$ cat config.mk
export PLATFORM = sky130hd
export DESIGN_NAME = irq_vector_ctrl
export DESIGN_NICKNAME = d
export VERILOG_FILES = /design/src/rtl/pic_pkg.sv /design/src/rtl/pic_capture.sv /design/src/rtl/pic_arbiter.sv /design/src/rtl/irq_vector_ctrl.sv
export SDC_FILE = /design/constraint.sdc
export NUM_CORES = 1
export LEC_CHECK = 0
export BUFFER_PORTS_ARGS = -buffer_cell sky130_fd_sc_hd__buf_2
export CAP_MARGIN = 15
export CORE_ASPECT_RATIO = 2
export CORE_UTILIZATION = 55
export CTS_BUF_LIST = sky130_fd_sc_hd__clkbuf_4
export DETAILED_ROUTE_END_ITERATION = 7
export PLACE_DENSITY = 0.81
export SYNTH_ARGS = -nofsm -noshare
export SYNTH_HDL_FRONTEND = slang
export SYNTH_SLANG_ARGS = --single-unit
export TNS_END_PERCENT = 30
$ cat constraint.sdc
create_clock -name clk -period 2.56 [get_ports clk]
set_input_delay 0 -clock clk [delete_from_list [all_inputs] [get_ports clk]]
set_output_delay 0 -clock clk [all_outputs]
set_load 0.005 [all_outputs]
$ cat src/rtl/pic_pkg.sv
package pic_pkg;

    localparam int NSRC    = 6;
    localparam int NGRP    = NSRC / 2;
    localparam int IDW     = $clog2(NSRC);
    localparam int VECW    = IDW + 1;
    localparam int DW      = 8;
    localparam int GIE_BIT = DW - 1;
    localparam int ORDW    = 3;

    typedef enum logic [1:0] {
        SEL_REQ  = 2'd0,
        SEL_MASK = 2'd1,
        SEL_PRIO = 2'd2,
        SEL_NONE = 2'd3
    } reg_sel_e;

    typedef struct packed {
        logic           valid;
        logic [IDW-1:0] id;
    } pick_t;

    // group index placed at a given rank (rank 0 = highest) for an order code
    function automatic logic [1:0] group_at(input logic [ORDW-1:0] code, input int rank);
        logic [5:0] perm;
        case (code)
            3'd1:    perm = {2'd1, 2'd2, 2'd0};
            3'd2:    perm = {2'd2, 2'd0, 2'd1};
            3'd3:    perm = {2'd0, 2'd2, 2'd1};
            3'd4:    perm = {2'd1, 2'd0, 2'd2};
            3'd5:    perm = {2'd0, 2'd1, 2'd2};
            default: perm = {2'd2, 2'd1, 2'd0};
        endcase
        return perm[2*rank +: 2];
    endfunction

    function automatic logic [VECW-1:0] vec_of(input logic [IDW-1:0] id);
        return {id, 1'b0};
    endfunction

endpackage

$ cat src/rtl/pic_capture.sv
module pic_capture
    import pic_pkg::*;
(
    input  logic            clk,
    input  logic            rst,
    input  logic [NSRC-1:0] irq_in,
    input  logic            hold,
    input  logic            wr_en,
    input  logic [NSRC-1:0] wr_data,
    input  logic            clr_en,
    input  logic [IDW-1:0]  clr_id,
    output logic [NSRC-1:0] req_o
);

    logic [NSRC-1:0] irq_q;
    logic [NSRC-1:0] rise;
    logic [NSRC-1:0] base;
    logic [NSRC-1:0] req_n;

    assign rise = irq_in & ~irq_q;

    always_comb begin
        base = wr_en ? wr_data : req_o;
        if (clr_en) base[clr_id] = 1'b0;
        req_n = base | rise;
    end

    always_ff @(posedge clk) begin
        if (rst) begin
            irq_q <= '0;
            req_o <= '0;
        end else begin
            irq_q <= irq_in;
            req_o <= hold ? '0 : req_n;
        end
    end

    for (genvar i = 0; i < NSRC; i++) begin : g_edge

        edge_sets_chk: assert property (@(posedge clk) disable iff (rst)
            (!hold && irq_in[i] && !irq_q[i]) |=> req_o[i]);
    end

endmodule

$ cat src/rtl/pic_arbiter.sv
module pic_arbiter
    import pic_pkg::*;
(
    input  logic            clk,
    input  logic            rst,
    input  logic [NSRC-1:0] elig,
    input  logic [ORDW-1:0] order_code,
    input  logic [NGRP-1:0] swap,
    output pick_t           pick
);

    logic [NGRP-1:0] any;
    logic [NGRP-1:0] which;

    for (genvar g = 0; g < NGRP; g++) begin : g_pair
        logic lo, hi;
        assign lo       = elig[2*g];
        assign hi       = elig[2*g+1];
        assign any[g]   = lo | hi;
        assign which[g] = swap[g] ? hi : ~lo;
    end

    always_comb begin
        logic [1:0] grp;
        pick = '0;
        for (int r = NGRP - 1; r >= 0; r--) begin
            grp = group_at(order_code, r);
            if (any[grp]) begin
                pick.valid = 1'b1;
                pick.id    = {grp, which[grp]};
            end
        end
    end


    pick_legal_chk: assert property (@(posedge clk) disable iff (rst)
        pick.valid |-> elig[pick.id]);


    none_idle_chk: assert property (@(posedge clk) disable iff (rst)
        (elig != '0) |-> pick.valid);

endmodule

$ cat src/rtl/irq_vector_ctrl.sv
module irq_vector_ctrl
    import pic_pkg::*;
(
    input  logic            clk,
    input  logic            rst,
    input  logic [NSRC-1:0] irq_in,
    input  logic            ei_cmd,
    input  logic            di_cmd,
    input  logic            wr_en,
    input  logic [1:0]      wr_sel,
    input  logic [DW-1:0]   wr_data,
    input  logic [1:0]      rd_sel,
    output logic [DW-1:0]   rd_data,
    input  logic            grant_ack,
    output logic            irq_pending,
    output logic [VECW-1:0] pend_vec,
    output logic            save_req,
    output logic [VECW-1:0] grant_vec
);

    logic [NSRC-1:0] mask_q;
    logic [NSRC-1:0] prio_q;
    logic            gie_q;
    logic            gie_n;
    logic            hold_q;
    logic            save_q;
    logic [VECW-1:0] gvec_q;
    logic [NSRC-1:0] req_w;
    logic [NSRC-1:0] elig;
    pick_t           pick;
    logic [IDW-1:0]  pick_id;
    logic            take;
    logic            wr_req, wr_mask, wr_prio;
    logic            unused_bits;

    assign unused_bits = wr_data[GIE_BIT-1];

    assign wr_req  = wr_en && (wr_sel == SEL_REQ);
    assign wr_mask = wr_en && (wr_sel == SEL_MASK);
    assign wr_prio = wr_en && (wr_sel == SEL_PRIO);

    assign elig    = req_w & mask_q & {NSRC{gie_q}};
    assign pick_id = pick.id;
    assign take    = grant_ack && pick.valid;

    pic_capture u_capture (
        .clk     (clk),
        .rst     (rst),
        .irq_in  (irq_in),
        .hold    (hold_q),
        .wr_en   (wr_req),
        .wr_data (wr_data[NSRC-1:0]),
        .clr_en  (take),
        .clr_id  (pick_id),
        .req_o   (req_w)
    );

    pic_arbiter u_arbiter (
        .clk        (clk),
        .rst        (rst),
        .elig       (elig),
        .order_code (prio_q[NSRC-1:NGRP]),
        .swap       (prio_q[NGRP-1:0]),
        .pick       (pick)
    );

    always_comb begin
        gie_n = gie_q;
        if (wr_mask) gie_n = wr_data[GIE_BIT];
        if (ei_cmd)  gie_n = 1'b1;
        if (di_cmd)  gie_n = 1'b0;
        if (take)    gie_n = 1'b0;
    end

    always_ff @(posedge clk) begin
        if (rst) begin
            mask_q <= '0;
            prio_q <= '0;
            gie_q  <= 1'b0;
            hold_q <= 1'b1;
            save_q <= 1'b0;
            gvec_q <= '0;
        end else begin
            gie_q  <= gie_n;
            save_q <= take;
            if (take)    gvec_q <= vec_of(pick.id);
            if (ei_cmd)  hold_q <= 1'b0;
            if (wr_mask) mask_q <= wr_data[NSRC-1:0];
            if (wr_prio) prio_q <= wr_data[NSRC-1:0];
        end
    end

    always_comb begin
        case (rd_sel)
            SEL_REQ:  rd_data = {{(DW-NSRC){1'b0}}, req_w};
            SEL_MASK: rd_data = {gie_q, {(DW-NSRC-1){1'b0}}, mask_q};
            SEL_PRIO: rd_data = {{(DW-NSRC){1'b0}}, prio_q};
            default:  rd_data = '0;
        endcase
    end

    assign irq_pending = pick.valid;
    assign pend_vec    = pick.valid ? vec_of(pick.id) : '0;
    assign save_req    = save_q;
    assign grant_vec   = gvec_q;


    hold_empty_chk: assert property (@(posedge clk) disable iff (rst)
        hold_q |-> (req_w == '0));


    grant_drops_gie_chk: assert property (@(posedge clk) disable iff (rst)
        take |=> (!gie_q && save_q));


    grant_vec_chk: assert property (@(posedge clk) disable iff (rst)
        save_q |-> (grant_vec == vec_of($past(pick_id))));


    hold_release_chk: assert property (@(posedge clk) disable iff (rst)
        $fell(hold_q) |-> $past(ei_cmd));

endmodule

Yosys cells after proc, flatten, opt, wreduce, memory -nomap -nowiden
Index checks and enable logic that the tools add are counted.
{ "op_classes": {"order_cmp": 5, "n_eq_ne": 9, "n_mux": 27, "n_bitwise": 13, "n_reduce_logical": 10} }
{ "ops": {"columns": ["cell", "count"], "rows": [
  ["one-hot mux 6 bit (5 select lines)", 1],
  ["AND 6 bit", 4],
  ["one-hot mux 8 bit (3 select lines)", 1],
  ["2-to-1 mux 4 bit", 4],
  ["binary-select mux 1 bit (select 2 bit)", 6],
  ["2-to-1 mux 1 bit", 12],
  ["2-to-1 mux 6 bit", 2],
  ["inverter 6 bit", 2],
  ["less-than comparator 2 x 3 -> 1 bit (second input constant)", 3],
  ["equality test 3 x 2 -> 1 bit (second input constant)", 2],
  ["equality test 3 bit (second input constant)", 2],
  ["OR 6 bit", 1],
  ["logical AND 1 bit", 5],
  ["equality test 2 x 1 -> 1 bit (second input constant)", 2],
  ["equality test 2 bit (second input constant)", 2],
  ["logical NOT 2 bit", 2],
  ["less-than comparator 3 x 4 -> 1 bit (second input constant)", 1],
  ["demux 1 bit (select 3 bit)", 1],
  ["equality test 3 x 1 -> 1 bit (second input constant)", 1],
  [">= comparator 3 x 1 -> 1 bit (second input constant)", 1],
  ["inverter 1 bit", 3],
  ["OR 1 bit", 3],
  ["OR reduction 3 bit", 1],
  ["nonzero test 2 bit", 1],
  ["OR reduction 2 bit", 1]
]} }
{ "word_totals": {"register_bits": 30, "in_bits": 24, "output_inout_bits": 18} }

Longest topological paths before layout
{ "logic_depth": {"depth_word": 17, "mapped_depth": 8, "mapped_depth_nobuf": 6} }

Modules after synthesis
Synthesis repeated with hierarchy kept, for this count alone.
{ "unflattened": {"cells_unflattened": 202, "area_unflattened_um2": 1759.2} }
{ "by_module_without_submodules": {"columns": ["module", "n_inst", "cells_each", "area_per_inst_um2", "seq_area_each_um2"], "rows": [
  ["irq_vector_ctrl", 1, 98, 864.6, 360.3],
  ["pic_capture", 1, 49, 518.0, 240.2],
  ["pic_arbiter", 1, 55, 376.6, 0.0]
]} }

Worst setup path after synthesis
No wires, ideal clock.
{ "synth_path": {"path_type": "reg-to-reg", "startpoint": "register prio_q[3]", "endpoint": "register u_capture.req_o[0]", "setup_time_ps": 125, "t_arrival_ps": 2002, "required_time_ps": 2435, "path_slack_ps": 432, "stages_incl_launch_ff": 8, "n_path_buf": 1, "cell_sequence": "dfxtp_1 -> buf_6 -> or3b_1 -> o221ai_2 -> a21oi_2 -> or3_1 -> o221a_1 -> o41a_1"} }
{ "synth_via": {"elab_chain_len": 15, "word_cells_on_any_way": 31} }
{ "synth_lines": {"columns": ["element", "line_no", "rtl"], "rows": [
  ["from (decl)", "irq_vector_ctrl.sv:22", "logic [NSRC-1:0] prio_q;"],
  ["from (signal assigned)", "irq_vector_ctrl.sv:89", "if (wr_prio) prio_q <= wr_data[NSRC-1:0];"],
  ["equality test 3 bit, or another cell as far along", "pic_pkg.sv:26", "case (code)"],
  ["one-hot mux 6 bit (5 select lines) *", "pic_pkg.sv:26", null],
  ["binary-select mux 1 bit (select 2 bit), on equally long branches", "pic_arbiter.sv:30, pic_arbiter.sv:28", null],
  ["2-to-1 mux 1 bit, on equally long branches", "pic_arbiter.sv:30, pic_arbiter.sv:28", null],
  ["2-to-1 mux 4 bit (2 in a row)", "pic_arbiter.sv:28", "if (any[grp]) begin"],
  ["2-to-1 mux 4 bit *", "pic_arbiter.sv:28", null],
  ["less-than comparator 3 x 4 -> 1 bit (not written as such) / >= comparator 3 x 1 -> 1 bit (equally long branches)", "pic_capture.sv:24", "if (clr_en) base[clr_id] = 1'b0;"],
  ["logical AND 1 bit (not written as such)", "pic_capture.sv:24", null],
  ["2-to-1 mux 1 bit (not written as such)", "pic_capture.sv:24", null],
  ["demux 1 bit (select 3 bit)", null, null],
  ["inverter 6 bit (no source line)", null, null],
  ["AND 6 bit (no source line)", null, null],
  ["2-to-1 mux 6 bit *", "pic_capture.sv:24", null],
  ["OR 6 bit *", "pic_capture.sv:25", "req_n = base | rise;"],
  ["to (signal assigned)", "pic_capture.sv:34", "req_o <= hold ? '0 : req_n;"],
  ["to (decl)", "pic_capture.sv:12", "output logic [NSRC-1:0] req_o"]
]} }
Mark *: on every way between the ends. The rest lies on a longest branch, timed or not. The select of a mux whose other input is x is not followed.
A chain may end at the register's enable or synchronous reset.

Worst setup path after layout
{ "layout_path": {"startpoint": "register gie_q", "endpoint": "register u_capture.req_o[1]"} }
{ "layout_via": {"elab_chain_len": 16, "word_cells_on_any_way": 35} }
{ "layout_lines": {"columns": ["element", "line_no", "rtl"], "rows": [
  ["from (decl)", "irq_vector_ctrl.sv:23", "logic gie_q;"],
  ["from (signal assigned)", "irq_vector_ctrl.sv:84", "gie_q <= gie_n;"],
  ["AND 6 bit *", "irq_vector_ctrl.sv:42", "assign elig = req_w & mask_q & {NSRC{gie_q}};"],
  ["inverter 1 bit", "pic_arbiter.sv:20", "assign which[g] = swap[g] ? hi : ~lo;"],
  ["2-to-1 mux 1 bit", "pic_arbiter.sv:20", null],
  ["binary-select mux 1 bit (select 2 bit)", "pic_arbiter.sv:30", "pick.id = {grp, which[grp]};"],
  ["2-to-1 mux 1 bit (not written as such)", "pic_arbiter.sv:30", null],
  ["2-to-1 mux 4 bit (2 in a row)", "pic_arbiter.sv:28", null],
  ["2-to-1 mux 4 bit *", "pic_arbiter.sv:28", null],
  ["less-than comparator 3 x 4 -> 1 bit (not written as such) / >= comparator 3 x 1 -> 1 bit (equally long branches)", "pic_capture.sv:24", null],
  ["logical AND 1 bit (not written as such)", "pic_capture.sv:24", null],
  ["2-to-1 mux 1 bit (not written as such)", "pic_capture.sv:24", null],
  ["demux 1 bit (select 3 bit)", null, null],
  ["inverter 6 bit (no source line)", null, null],
  ["AND 6 bit (no source line)", null, null],
  ["2-to-1 mux 6 bit *", "pic_capture.sv:24", null],
  ["OR 6 bit *", "pic_capture.sv:25", null]
]} }
Marked as above.

==> results_dict.tcl <==
set metrics [dict create \
    status "finished clean" \
    grt_setup_unrepaired "false" \
    antenna_found_initial 0 \
    synth-edff-count 0 \
    seqPwrFrac_pct 55.2 \
    critical_path_class "reg2reg" \
    setup-violations-final 0 \
    cts_tree "yes" \
    instances_no_fill 307 \
    first_global_vias 1804 \
    synthCells 221 \
    holdCritPathClass "in2reg" \
    period_needed_ns 2.378 \
    path_delay_family "compound AO/OA/AOI/OAI gates" \
    die_x_microns 43.09 \
    crit_required_ns 2.77 \
    power_frac_comb_pct 16.1 \
    ys_seq_elements 30 \
    leakage_nw 0.9629 \
    hold_violations 0 \
    die_y_microns 84.17 \
    fin_tns_setup_ns 0 \
    cts_root_buffer "clkbuf_4" \
    layout-drive-gt1-share_pct 21.01 \
    cp_cell_sequence "nand4_1, and2_1, a211oi_1, nand2b_1, a222oi_1, o41a_1" \
    slowest_stage "dfxtp_1" \
    grt_max_degree 26 \
    core_sq_um 3193 \
    io_pins 42 \
    drc 0 \
    ys_warn_count 0 \
    routed_wl_mm 5.176 \
    nets 299 \
    die-area_sq_um 3626 \
    cts.sinks 30 \
    cp_num_cells 6 \
    avgSynthCellArea_sq_um 8.402 \
    clkPwrFrac_pct 28.7 \
    slew_viol_final 0 \
    finClkSkew_ns 0.01014 \
    drt-initial-drc-count 80 \
    grt_use_total_pct 29.89 \
    wl_per_cell_microns 16.86 \
    setup_slack_ns 0.1816 \
    p_int_w 0.0006603 \
    start_util_pct 58.15 \
    peakVddDrop_mv 0.4867 \
    place_congestion 0.9384 \
    hold-path-cell-count 2 \
    startpoint_type "flip-flop" \
    fp-row-count 29 \
    clk_latency_ns 0.33 \
    p_sw_share_pct 28.14 \
    dr.pass1.iters 4 \
    syn_area_sq_um 1857 \
    io_buffer_count 37 \
    ant_nets 0 \
    cp_data_arrival_time_ns 2.59 \
    cp_max_fo 13 \
    diodes 0 \
    vias 1897 \
    cts_buffer_depth 2 \
    highest_layer "met4" \
    met1_length_mm 1.790 \
    wl_met2_mm 2.966 \
    switchingPower_w 0.0002586 \
    maxCapViolCount 0 \
    cp_num_buf_inv 0 \
    slew_headroom_pct 54.38 \
    hpwl_mm 3.832 \
    max_clock_freq_ghz 0.4204 \
    rr_startpoint "gie_q$_SDFFE_PP0P_" \
    syn_to_final_growth_pct 21.90 \
    cts_buffers 5 \
    dpl.cell_count 284 \
    min-delay-start "rst" \
    pre_cts_ws_ns 0.1932 \
    dr_wl_met3_microns 178 \
    yosysSeqAreaShare_pct 32.35 \
    power_per_cell_area_nw_per_um2 406.0 \
    path_clk_slew_ns 0.10 \
    grt-ovfl-total 0 \
    vias_per_cell 6.179 \
    tightest_slew_ns 0.6813 \
    worstSetupStartpoint "gie_q$_SDFFE_PP0P_" \
    htree_levels 2 \
    slowest_delay_ns 0.63 \
    rr_worst_depth 6 \
    grt_pass1_wl_mm 8.197 \
    synth_cell_types 52 \
    cp-end-kind "flip-flop" \
    synth-async-reset-ratio_pct 0 \
    min_period_over_period_pct 92.91 \
    synth_ff_type "dfxtp_1" \
]
==> state kept, by name, summed over array words and instances (netlist names) <==
| name | cells |
|---|---|
| mask_q | 6 |
| prio_q | 6 |
| u_capture.irq_q | 6 |
| u_capture.req_o | 6 |
| grant_vec | 3 |
| gie_q | 1 |
| hold_q | 1 |
| save_req | 1 |
==> placed cells by master, fill, tap and decap left out, types with 3 or more instances in the layout <==
master,n
nand2b_1,9
nor2b_1,9
conb_1,3
dlygate4sd3_1,15
and2_1,3
clkbuf_4,5
nor3_1,4
a31oi_1,4
mux2i_1,27
buf_2,37
nor2_1,19
dfxtp_1,30
o21ai_0,10
buf_4,6
o21a_1,6
nand2_1,20
inv_1,6
a21oi_1,13
==> stage by stage <==
stage | instance area (sq um) | hold slack (ns) | power (W) | utilization, %
6_report | 2263 | 0.08790 | 0.0009188 | 70.89
5_1_grt | 2263 | 0.09390 | 0.0009598 | 70.89
4_1_cts | 2263 | 0.09005 | 0.0009186 | 70.89
3_5_place_dp | 2059 | 0.1805 | 0.0006437 | 64.50
3_3_place_gp | 2059 | 0.1696 | 0.0006394 | 64.50
2_1_floorplan | 1864 | 0.07161 | 0.0005965 | -
==> power by group through the flow <==
stage               clock (W)  combinational (W)  sequential [W]
floorplan                   0          0.0000902        0.000506
global placement            0           0.000124        0.000515
detailed placement          0           0.000127        0.000517
CTS                  0.000268           0.000145        0.000506
global route         0.000290           0.000161        0.000509
finish               0.000264           0.000148        0.000507
==> worst register-to-register path, stage by stage, from the launching register on <==
cell and delay [ns]:
dfxtp_1 0.63, nand4_1 0.22, and2_1 0.25, a211oi_1 0.39
nand2b_1 0.19, a222oi_1 0.16, o41a_1 0.42
==> area by class of cell <==
| cell class | count | area, sq um |
|---|---|---|
| Clock buffer | 5 | 37.54 |
| Timing Repair Buffer | 58 | 380.4 |
| Inverter | 6 | 22.52 |
| Multi-Input combinational cell | 174 | 1167 |
| Fill cell | 246 | 929.6 |
| Sequential cell | 30 | 600.6 |
| Tap cell | 31 | 38.79 |
| Clock inverter | 3 | 16.27 |
==> worst paths after layout <==
check	to	slack, ns
min reg2reg	grant_vec[2]$_SDFFE_PP0P_	0.46
max	u_capture.req_o[1]$_SDFF_PP0_	0.18
max reg2reg	u_capture.req_o[1]$_SDFF_PP0_	0.18
min	prio_q[2]$_SDFFE_PP0P_	0.09
==> cell families after synthesis <==
kind of cell           synth area share (%)
buffers and inverters                 5.189
AOI/OAI and AO/OA                     25.13
other                                0.2020
and+or+nand+nor                       22.57
DFF                                   32.35
muxes                                 14.56
==> per-layer routing <==
| layer | track usage, % | vias up |
|---|---|---|
| met5 | 0 | - |
| met3 | 4.516 | 22 |
| li1 | - | 906 |
| met4 | 18.73 | 0 |
| met1 | 29.39 | 907 |
| met2 | 54.55 | 62 |
==> synthesized netlist by cell type, types with 5 or more instances <==
master / count / area (sq um)
nand2b_1: 9 / 56.30
mux2i_1: 27 / 270.3
o21ai_0: 10 / 50.05
o21a_1: 6 / 45.04
a21oi_1: 13 / 65.06
inv_1: 6 / 22.52
nand2_1: 20 / 75.07
clkbuf_1: 5 / 18.77
dfxtp_1: 30 / 600.6
nor2b_1: 9 / 56.30
nor2_1: 19 / 71.32
==> timing repair <==
action | 4_1_cts | 5_1_grt
buffers inserted | 0 | 0
hold buffers | 15 | 0
gates resized for setup | 0 | 0
endpoints found under the hold margin | 21 | 0
No activity file was read; power rests on OpenSTA's default activity.
